$ cat src/rtl/hrb_pkg.sv
package hrb_pkg;
  localparam int          DW        = 8;
  localparam int          PTR_W     = 16;
  localparam int          RA_W      = 6;
  localparam int          SUB_W     = 2;
  localparam logic [5:0]  CTRL_OFS  = 6'h31;
  localparam logic [5:0]  WIN_BASE  = 6'h32;
  localparam logic [7:0]  KEY_FIRST = 8'h42;
  localparam logic [7:0]  KEY_LAST  = 8'h52;
  localparam int          RDEN_BIT  = 0;
  localparam logic [1:0]  SUB_LO    = 2'd0;
  localparam logic [1:0]  SUB_HI    = 2'd1;
  localparam logic [1:0]  SUB_DATA  = 2'd2;
  localparam logic [1:0]  SUB_STEP  = 2'd3;

  typedef enum logic [1:0] {
    KN_IDLE = 2'd0,
    KN_HALF = 2'd1,
    KN_OPEN = 2'd2
  } knock_t;
endpackage

$ cat src/rtl/hrb_knock.sv
module hrb_knock
  import hrb_pkg::*;
#(
  parameter int W = 8
) (
  input  logic         clk,
  input  logic         rst_n,
  input  logic         ctrl_wr,
  input  logic         other_wr,
  input  logic [W-1:0] wdata,
  output logic         unlocked
);
  knock_t st_q;

  always_ff @(posedge clk or negedge rst_n) begin
    if (!rst_n) begin
      st_q <= KN_IDLE;
    end else begin
      case (st_q)
        KN_IDLE: if (ctrl_wr && wdata == W'(KEY_FIRST)) st_q <= KN_HALF;
        KN_HALF: begin
          if (ctrl_wr)       st_q <= (wdata == W'(KEY_LAST)) ? KN_OPEN : KN_IDLE;
          else if (other_wr) st_q <= KN_IDLE;
        end
        KN_OPEN: st_q <= KN_OPEN;
        default: st_q <= KN_IDLE;
      endcase
    end
  end

  assign unlocked = (st_q == KN_OPEN);

  // once open, stays open until reset
  p_sticky_r3: assert property (@(posedge clk) disable iff (!rst_n)
    unlocked |=> unlocked);

  // opening only on the last key byte after a half-state
  p_seq_r4: assert property (@(posedge clk) disable iff (!rst_n)
    (!unlocked && !(ctrl_wr && st_q == KN_HALF)) |=> !unlocked);
endmodule

$ cat src/rtl/hrb_decode.sv
module hrb_decode
  import hrb_pkg::*;
#(
  parameter int NWIN = 2
) (
  input  logic [RA_W-1:0]  addr,
  output logic             is_ctrl,
  output logic [NWIN-1:0]  win_hit,
  output logic [SUB_W-1:0] sub
);
  localparam int IDX_W = RA_W - SUB_W;

  logic [RA_W-1:0]  off;
  logic [IDX_W-1:0] idx;
  logic             above;

  assign is_ctrl = (addr == CTRL_OFS);
  assign above   = (addr >= WIN_BASE);
  assign off     = addr - WIN_BASE;
  assign idx     = off[RA_W-1:SUB_W];
  assign sub     = off[SUB_W-1:0];

  for (genvar i = 0; i < NWIN; i++) begin : g_hit
    assign win_hit[i] = above && (idx == IDX_W'(i));
  end

  // a single offset never selects two windows
  always_comb begin
    a_onehit_r10: assert ($onehot0(win_hit));
  end
endmodule

$ cat src/rtl/hrb_port.sv
module hrb_port #(
  parameter int PTR_W = 16,
  parameter int DW    = 8
) (
  input  logic             clk,
  input  logic             rst_n,
  input  logic             wr_lo,
  input  logic             wr_hi,
  input  logic             wr_step,
  input  logic             xfer,
  input  logic [DW-1:0]    wdata,
  output logic [PTR_W-1:0] ptr,
  output logic [DW-1:0]    step
);
  localparam int HI_W = PTR_W - DW;

  logic [PTR_W-1:0] step_ext;

  assign step_ext = {{HI_W{step[DW-1]}}, step};

  always_ff @(posedge clk or negedge rst_n) begin
    if (!rst_n) begin
      ptr  <= '0;
      step <= '0;
    end else begin
      if (wr_step) step <= wdata;
      if (xfer)        ptr <= ptr + step_ext;
      else if (wr_lo)  ptr[DW-1:0] <= wdata;
      else if (wr_hi)  ptr[PTR_W-1:DW] <= wdata[HI_W-1:0];
    end
  end

  // pointer moves only on a transfer or a host pointer write
  p_ptr_hold_r6: assert property (@(posedge clk) disable iff (!rst_n)
    !(xfer || wr_lo || wr_hi) |=> $stable(ptr));

  // stride changes only when written
  p_step_hold_r5: assert property (@(posedge clk) disable iff (!rst_n)
    !wr_step |=> $stable(step));
endmodule

$ cat src/rtl/hrb_top.sv
module hrb_top
  import hrb_pkg::*;
#(
  parameter int NWIN = 2
) (
  input  logic             clk,
  input  logic             rst_n,
  input  logic [RA_W-1:0]  host_addr,
  input  logic [DW-1:0]    host_wdata,
  input  logic             host_wr,
  input  logic             host_rd,
  output logic [DW-1:0]    host_rdata,
  output logic             host_claim,
  output logic [PTR_W-1:0] mem_addr,
  output logic [DW-1:0]    mem_wdata,
  output logic             mem_we,
  output logic             mem_rd,
  input  logic [DW-1:0]    mem_rdata
);
  localparam int HI_W = PTR_W - DW;

  logic             unlocked;
  logic             is_ctrl;
  logic [NWIN-1:0]  win_hit;
  logic [SUB_W-1:0] sub;
  logic             rd_en_q;
  logic             wr_acc, rd_acc, data_hit;
  logic [NWIN-1:0]  w_lo, w_hi, w_step, w_xfer;
  logic [PTR_W-1:0] ptr_a  [NWIN];
  logic [DW-1:0]    step_a [NWIN];
  logic [PTR_W-1:0] sel_ptr;
  logic [DW-1:0]    sel_step;

  hrb_knock #(.W(DW)) u_knock (
    .clk      (clk),
    .rst_n    (rst_n),
    .ctrl_wr  (host_wr && is_ctrl),
    .other_wr (host_wr && !is_ctrl),
    .wdata    (host_wdata),
    .unlocked (unlocked)
  );

  hrb_decode #(.NWIN(NWIN)) u_dec (
    .addr    (host_addr),
    .is_ctrl (is_ctrl),
    .win_hit (win_hit),
    .sub     (sub)
  );

  assign wr_acc   = host_wr && unlocked;
  assign rd_acc   = host_rd && !host_wr && unlocked;
  assign data_hit = (|win_hit) && (sub == SUB_DATA);

  always_ff @(posedge clk or negedge rst_n) begin
    if (!rst_n)                 rd_en_q <= 1'b0;
    else if (wr_acc && is_ctrl) rd_en_q <= host_wdata[RDEN_BIT];
  end

  for (genvar i = 0; i < NWIN; i++) begin : g_win
    assign w_lo[i]   = wr_acc && win_hit[i] && (sub == SUB_LO);
    assign w_hi[i]   = wr_acc && win_hit[i] && (sub == SUB_HI);
    assign w_step[i] = wr_acc && win_hit[i] && (sub == SUB_STEP);
    assign w_xfer[i] = win_hit[i] && (sub == SUB_DATA) &&
                       (wr_acc || (rd_acc && rd_en_q));

    hrb_port #(.PTR_W(PTR_W), .DW(DW)) u_port (
      .clk     (clk),
      .rst_n   (rst_n),
      .wr_lo   (w_lo[i]),
      .wr_hi   (w_hi[i]),
      .wr_step (w_step[i]),
      .xfer    (w_xfer[i]),
      .wdata   (host_wdata),
      .ptr     (ptr_a[i]),
      .step    (step_a[i])
    );
  end

  always_comb begin
    sel_ptr  = '0;
    sel_step = '0;
    for (int i = 0; i < NWIN; i++) begin
      if (win_hit[i]) begin
        sel_ptr  = ptr_a[i];
        sel_step = step_a[i];
      end
    end
  end

  assign mem_addr   = sel_ptr;
  assign mem_wdata  = host_wdata;
  assign mem_we     = wr_acc && data_hit;
  assign mem_rd     = rd_acc && rd_en_q && data_hit;
  assign host_claim = host_rd && unlocked;

  always_comb begin
    host_rdata = '0;
    if (!unlocked) begin
      host_rdata = '1;
    end else if (is_ctrl) begin
      host_rdata = '0;
      host_rdata[RDEN_BIT] = rd_en_q;
    end else if (|win_hit) begin
      case (sub)
        SUB_LO:   host_rdata = sel_ptr[DW-1:0];
        SUB_HI:   host_rdata = DW'(sel_ptr[PTR_W-1:PTR_W-HI_W]);
        SUB_DATA: host_rdata = mem_rd ? mem_rdata : '0;
        default:  host_rdata = sel_step;
      endcase
    end
  end

  // no memory traffic while hidden
  p_lock_quiet_r1: assert property (@(posedge clk) disable iff (!rst_n)
    !unlocked |-> (!mem_we && !mem_rd));

  // hidden block never takes the data bus
  p_lock_noclaim_r2: assert property (@(posedge clk) disable iff (!rst_n)
    !unlocked |-> !host_claim);

  // memory reads only with read-enable set
  p_rd_gate_r8: assert property (@(posedge clk) disable iff (!rst_n)
    mem_rd |-> rd_en_q);

  // never read and write memory together
  p_mem_excl_r9: assert property (@(posedge clk) disable iff (!rst_n)
    !(mem_we && mem_rd));

  // every unlocked read is claimed
  p_claim_r11: assert property (@(posedge clk) disable iff (!rst_n)
    (host_rd && unlocked) |-> host_claim);
endmodule

$ cat config.mk
export PLATFORM = sky130hd
export DESIGN_NAME = hrb_top
export DESIGN_NICKNAME = d
export VERILOG_FILES = /design/src/rtl/hrb_pkg.sv /design/src/rtl/hrb_knock.sv /design/src/rtl/hrb_decode.sv /design/src/rtl/hrb_port.sv /design/src/rtl/hrb_top.sv
export SDC_FILE = /design/constraint.sdc
export NUM_CORES = 1
export LEC_CHECK = 0
export BUFFER_PORTS_ARGS = -buffer_cell sky130_fd_sc_hd__buf_4
export CAP_MARGIN = 20
export CORE_ASPECT_RATIO = 1.1
export CORE_UTILIZATION = 50
export CTS_CLUSTER_DIAMETER = 40
export CTS_CLUSTER_SIZE = 30
export DETAILED_ROUTE_END_ITERATION = 12
export PLACE_DENSITY_LB_ADDON = 0.15
export SETUP_SLACK_MARGIN = 0.02
export SYNTH_ARGS = -nofsm -noshare
export SYNTH_HDL_FRONTEND = slang
export SYNTH_SLANG_ARGS = --single-unit
$ cat constraint.sdc
create_clock -name clk -period 2.09 [get_ports clk]
set_input_delay 0.209 -clock clk [delete_from_list [all_inputs] [get_ports clk]]
set_output_delay 0.209 -clock clk [all_outputs]
set_load 0.01 [all_outputs]
==> metrics <==
clk buf depth 2; global-route wire length before repair 25500 µm; vias in the first global route about 5k; period utilisation layout 1.12; Worst-path clk slew approximately 0.10 ns; n_diodes 0; Overall Global Routing Usage 0.357; antenna viol nets, final 0; delay-heaviest family, CP simple AND/OR/NAND/NOR gates; Vias ~5k; CTS tree yes; critical path required time approximately 2.3 ns; Die Span Y ~100 µm; full die area 9380 µm²; drt pass-1 iters 7; top-area cell type share of the netlist area 0.284; # nets final between 700 and 800; Post-synth EDFFs 0; FF-to-FF Start u_knock.st_q[0]; ys flop type dfrtp_1; Max Fanout on Critical Path 6; Vias/cell 6.03; Avg Synthesized Cell Area approximately 9.0 µm²; Reg2Reg Setup Slack -0.26 ns; post-layout min period ~2.3 ns; Worst R2R Path Depth 6; clock latency on the worst-skew pair around 0.32 ns; TritonCTS Sinks between 50 and 60; Fmax achieved between 0.4 and 0.5 GHz; arrival time at the worst endpoint about 2.6 ns; critical path depth in cells 6; failing checks negative setup slack; leading area contributor after synthesis dfrtp_1; RSZ-0062 raised after global routing yes; worst-path cell chain nand2b_4 -> or4_4 -> or4_4 -> or3_1 -> a31oi_1 -> nor3_1; Rows 35; Post-Syn Instances between 500 and 600; status finished, violations left; dominant cells by area after synthesis dfrtp_1 (28%), ha_1 (8.6%), mux2i_1 (8.0%), mux2_2 (5.0%), o21ai_0 (4.2%); initial core utilization 0.527; most frequent CP cell or4_4; IO Port Bufs 60; CP endpoint g_win[0].u_port.ptr[13]; Yosys reg bits 51; FF-to-FF End g_win[0].u_port.ptr[13]; startpoint type of the worst setup path register; H-tree Lvls 2; post-detail-place hpwl approximately 12000 µm; CP max-delay cell or4_4; share of the yosys chip area belonging to registers 0.284; WS Path Type reg2reg; Routed wire per std cell between 20 and 25 µm; final setup vio count 28; critical path endpoint category register; Area growth syn-to-layout 54.2%; Fill cells approximately 540; Routed WL 17000 µm; count leader, synth dfrtp_1; fraction of registers with async set/reset 1.00; Post-synth top cells dfrtp_1 (51), o21ai_0 (38), mux2i_1 (36), nand2_1 (36), nor2_1 (34); worst setup margin -0.256 ns; Place WS -0.203 ns; Power Dens Cells around 620 nW/µm²; Die X-Extent approximately 90 µm; initial antenna violation count 0; CP max stage delay 0.59 ns; I/O Pins just over 60; Placement Cell Area 6160 µm²; Core Footprint between 8000 and 9000 µm²; worst-margin pin slew 0.685 ns; gpl congestion ~1.0; Util after Layout 0.812; Mapped Nets 561; Remaining Overflow, GRT 0; max_cap viols 0; drt initial violations approximately 360; Yosys cell types 62; HP Class in2reg; max_slew headroom 0.543; Root Driver clkbuf_8; layout cells sized above 1 0.489; P_leak ~3.2 nW; Crit path buffers/inverters 0; Peak VDD IR between 400 and 500 µV; residual DRC count 0; warnings from Yosys 0; Setup crit start u_knock.st_q[0]; CTS buffer count 5; final hold viol count 0; clk_skew roughly 0.010 ns; setup_tns -4.93 ns; Post-Syn Area 4500 µm²; post-route cell area 6940 µm²; Slew Viols, Final 0; largest net degree at the start of global routing 52
worst min-delay path by stage:
stage	startpoint	end	slack (ns)	cells past startpoint
final	host_wdata[0]	g_win[1].u_port.ptr[0]	0.23	3
after floorplan	rst_n	g_win[0].u_port.ptr[0]	-0.09	0
after global placement	rst_n	g_win[1].u_port.step[0]	0.28	1
after detailed placement	rst_n	g_win[1].u_port.step[0]	0.30	1
after CTS	host_wdata[6]	g_win[1].u_port.ptr[14]	0.23	3
after global routing	host_wdata[6]	g_win[1].u_port.ptr[14]	0.23	3
area by class of cell:
type | count | area, µm² | area share
clock inverter | 1 | 5.00 | 0.000722
timing repair buffer | 237 | 1920 | 0.276
tap | 111 | 139 | 0.0200
sequential | 51 | 1280 | 0.184
inverter | 14 | 55.1 | 0.00794
clock buffer | 7 | 76.3 | 0.0110
multi-input combinational | 406 | 3470 | 0.500
power breakdown:
group          switching (mW)  internal (mW)  leakage, nW
combinational            1.15           1.21         2.54
clock                   0.339          0.236       0.0422
sequential              0.207           1.17        0.668
worst register-to-register path, delay by kind of cell (launching register included):
kind	cells	cell delay, ns
AO/OA/AOI/OAI	1	0.15
flip-flops	1	0.39
AND/OR/NAND/NOR	5	1.70
cells in the final DEF (no fill, tap or decap), types with 5 or more instances in the layout:
cell	netlist	layout
a22oi_2	0	5
nor2b_1	12	9
a211oi_1	15	9
nand2_1	36	36
mux2_2	20	18
inv_1	14	9
a21o_1	5	5
o21ai_1	3	15
a21oi_1	22	18
buf_6	1	15
a222oi_1	8	8
ha_1	31	23
nand3_1	8	6
xnor2_1	11	11
o21ai_0	38	22
mux2i_1	36	35
o31ai_2	0	10
a211oi_2	1	6
o21a_1	10	9
nor3_2	0	6
clkbuf_8	0	5
buf_4	8	214
nor2_1	34	32
or3_1	9	8
nor4_4	3	6
dfrtp_1	51	49
o211ai_1	5	5
ha_4	0	6
per-stage QoR:
stage	hold slack (ns)	total power, mW	std cells
2_1_floorplan	-0.0866	2.43	502
5_1_grt	0.228	4.56	827
6_report	0.228	4.32	827
3_5_place_dp	0.296	3.37	786
3_3_place_gp	0.285	3.30	786
4_1_cts	0.227	4.12	814
routing by layer:
| layer | GRT usage | part of all wire | vias to the layer above |
|---|---|---|---|
| li1 | - | - | 2330 |
| met1 | 0.467 | 0.42 | 2409 |
| met2 | 0.614 | 0.49 | 191 |
| met3 | 0.0353 | 0.057 | 57 |
| met4 | 0.131 | 0.042 | 0 |
| met5 | 0 | 0 | - |
sequential cells by signal, summed over array words and instances (netlist names):
signal / count
g_win.u_port.ptr: 32
g_win.u_port.step: 16
u_knock.st_q: 2
rd_en_q: 1
what timing repair did:
item                                    CTS  global route
buffers inserted                         16            13
endpoints found under the setup margin   26            48
gates resized for setup                  67            39
hold buffers                              1             0
gates cloned                              3             1
pin swaps                                37            20
endpoints found under the hold margin    51             0
cells by family (layout without fill, tap and decap cells):
| kind of cell | count (synthesis) | in the layout | share of synthesized area |
|---|---|---|---|
| xor gates and xnor gates | 15 | 15 | 0.0292 |
| AOI/OAI and AO/OA | 155 | 156 | 0.235 |
| muxes | 56 | 56 | 0.130 |
| and+or+nand+nor | 146 | 146 | 0.178 |
| buffers and inverters | 46 | 259 | 0.0487 |
| DFF | 51 | 51 | 0.284 |
| adders and majority gates | 33 | 33 | 0.0952 |
Note: power is estimated with default switching activity, not from simulation.
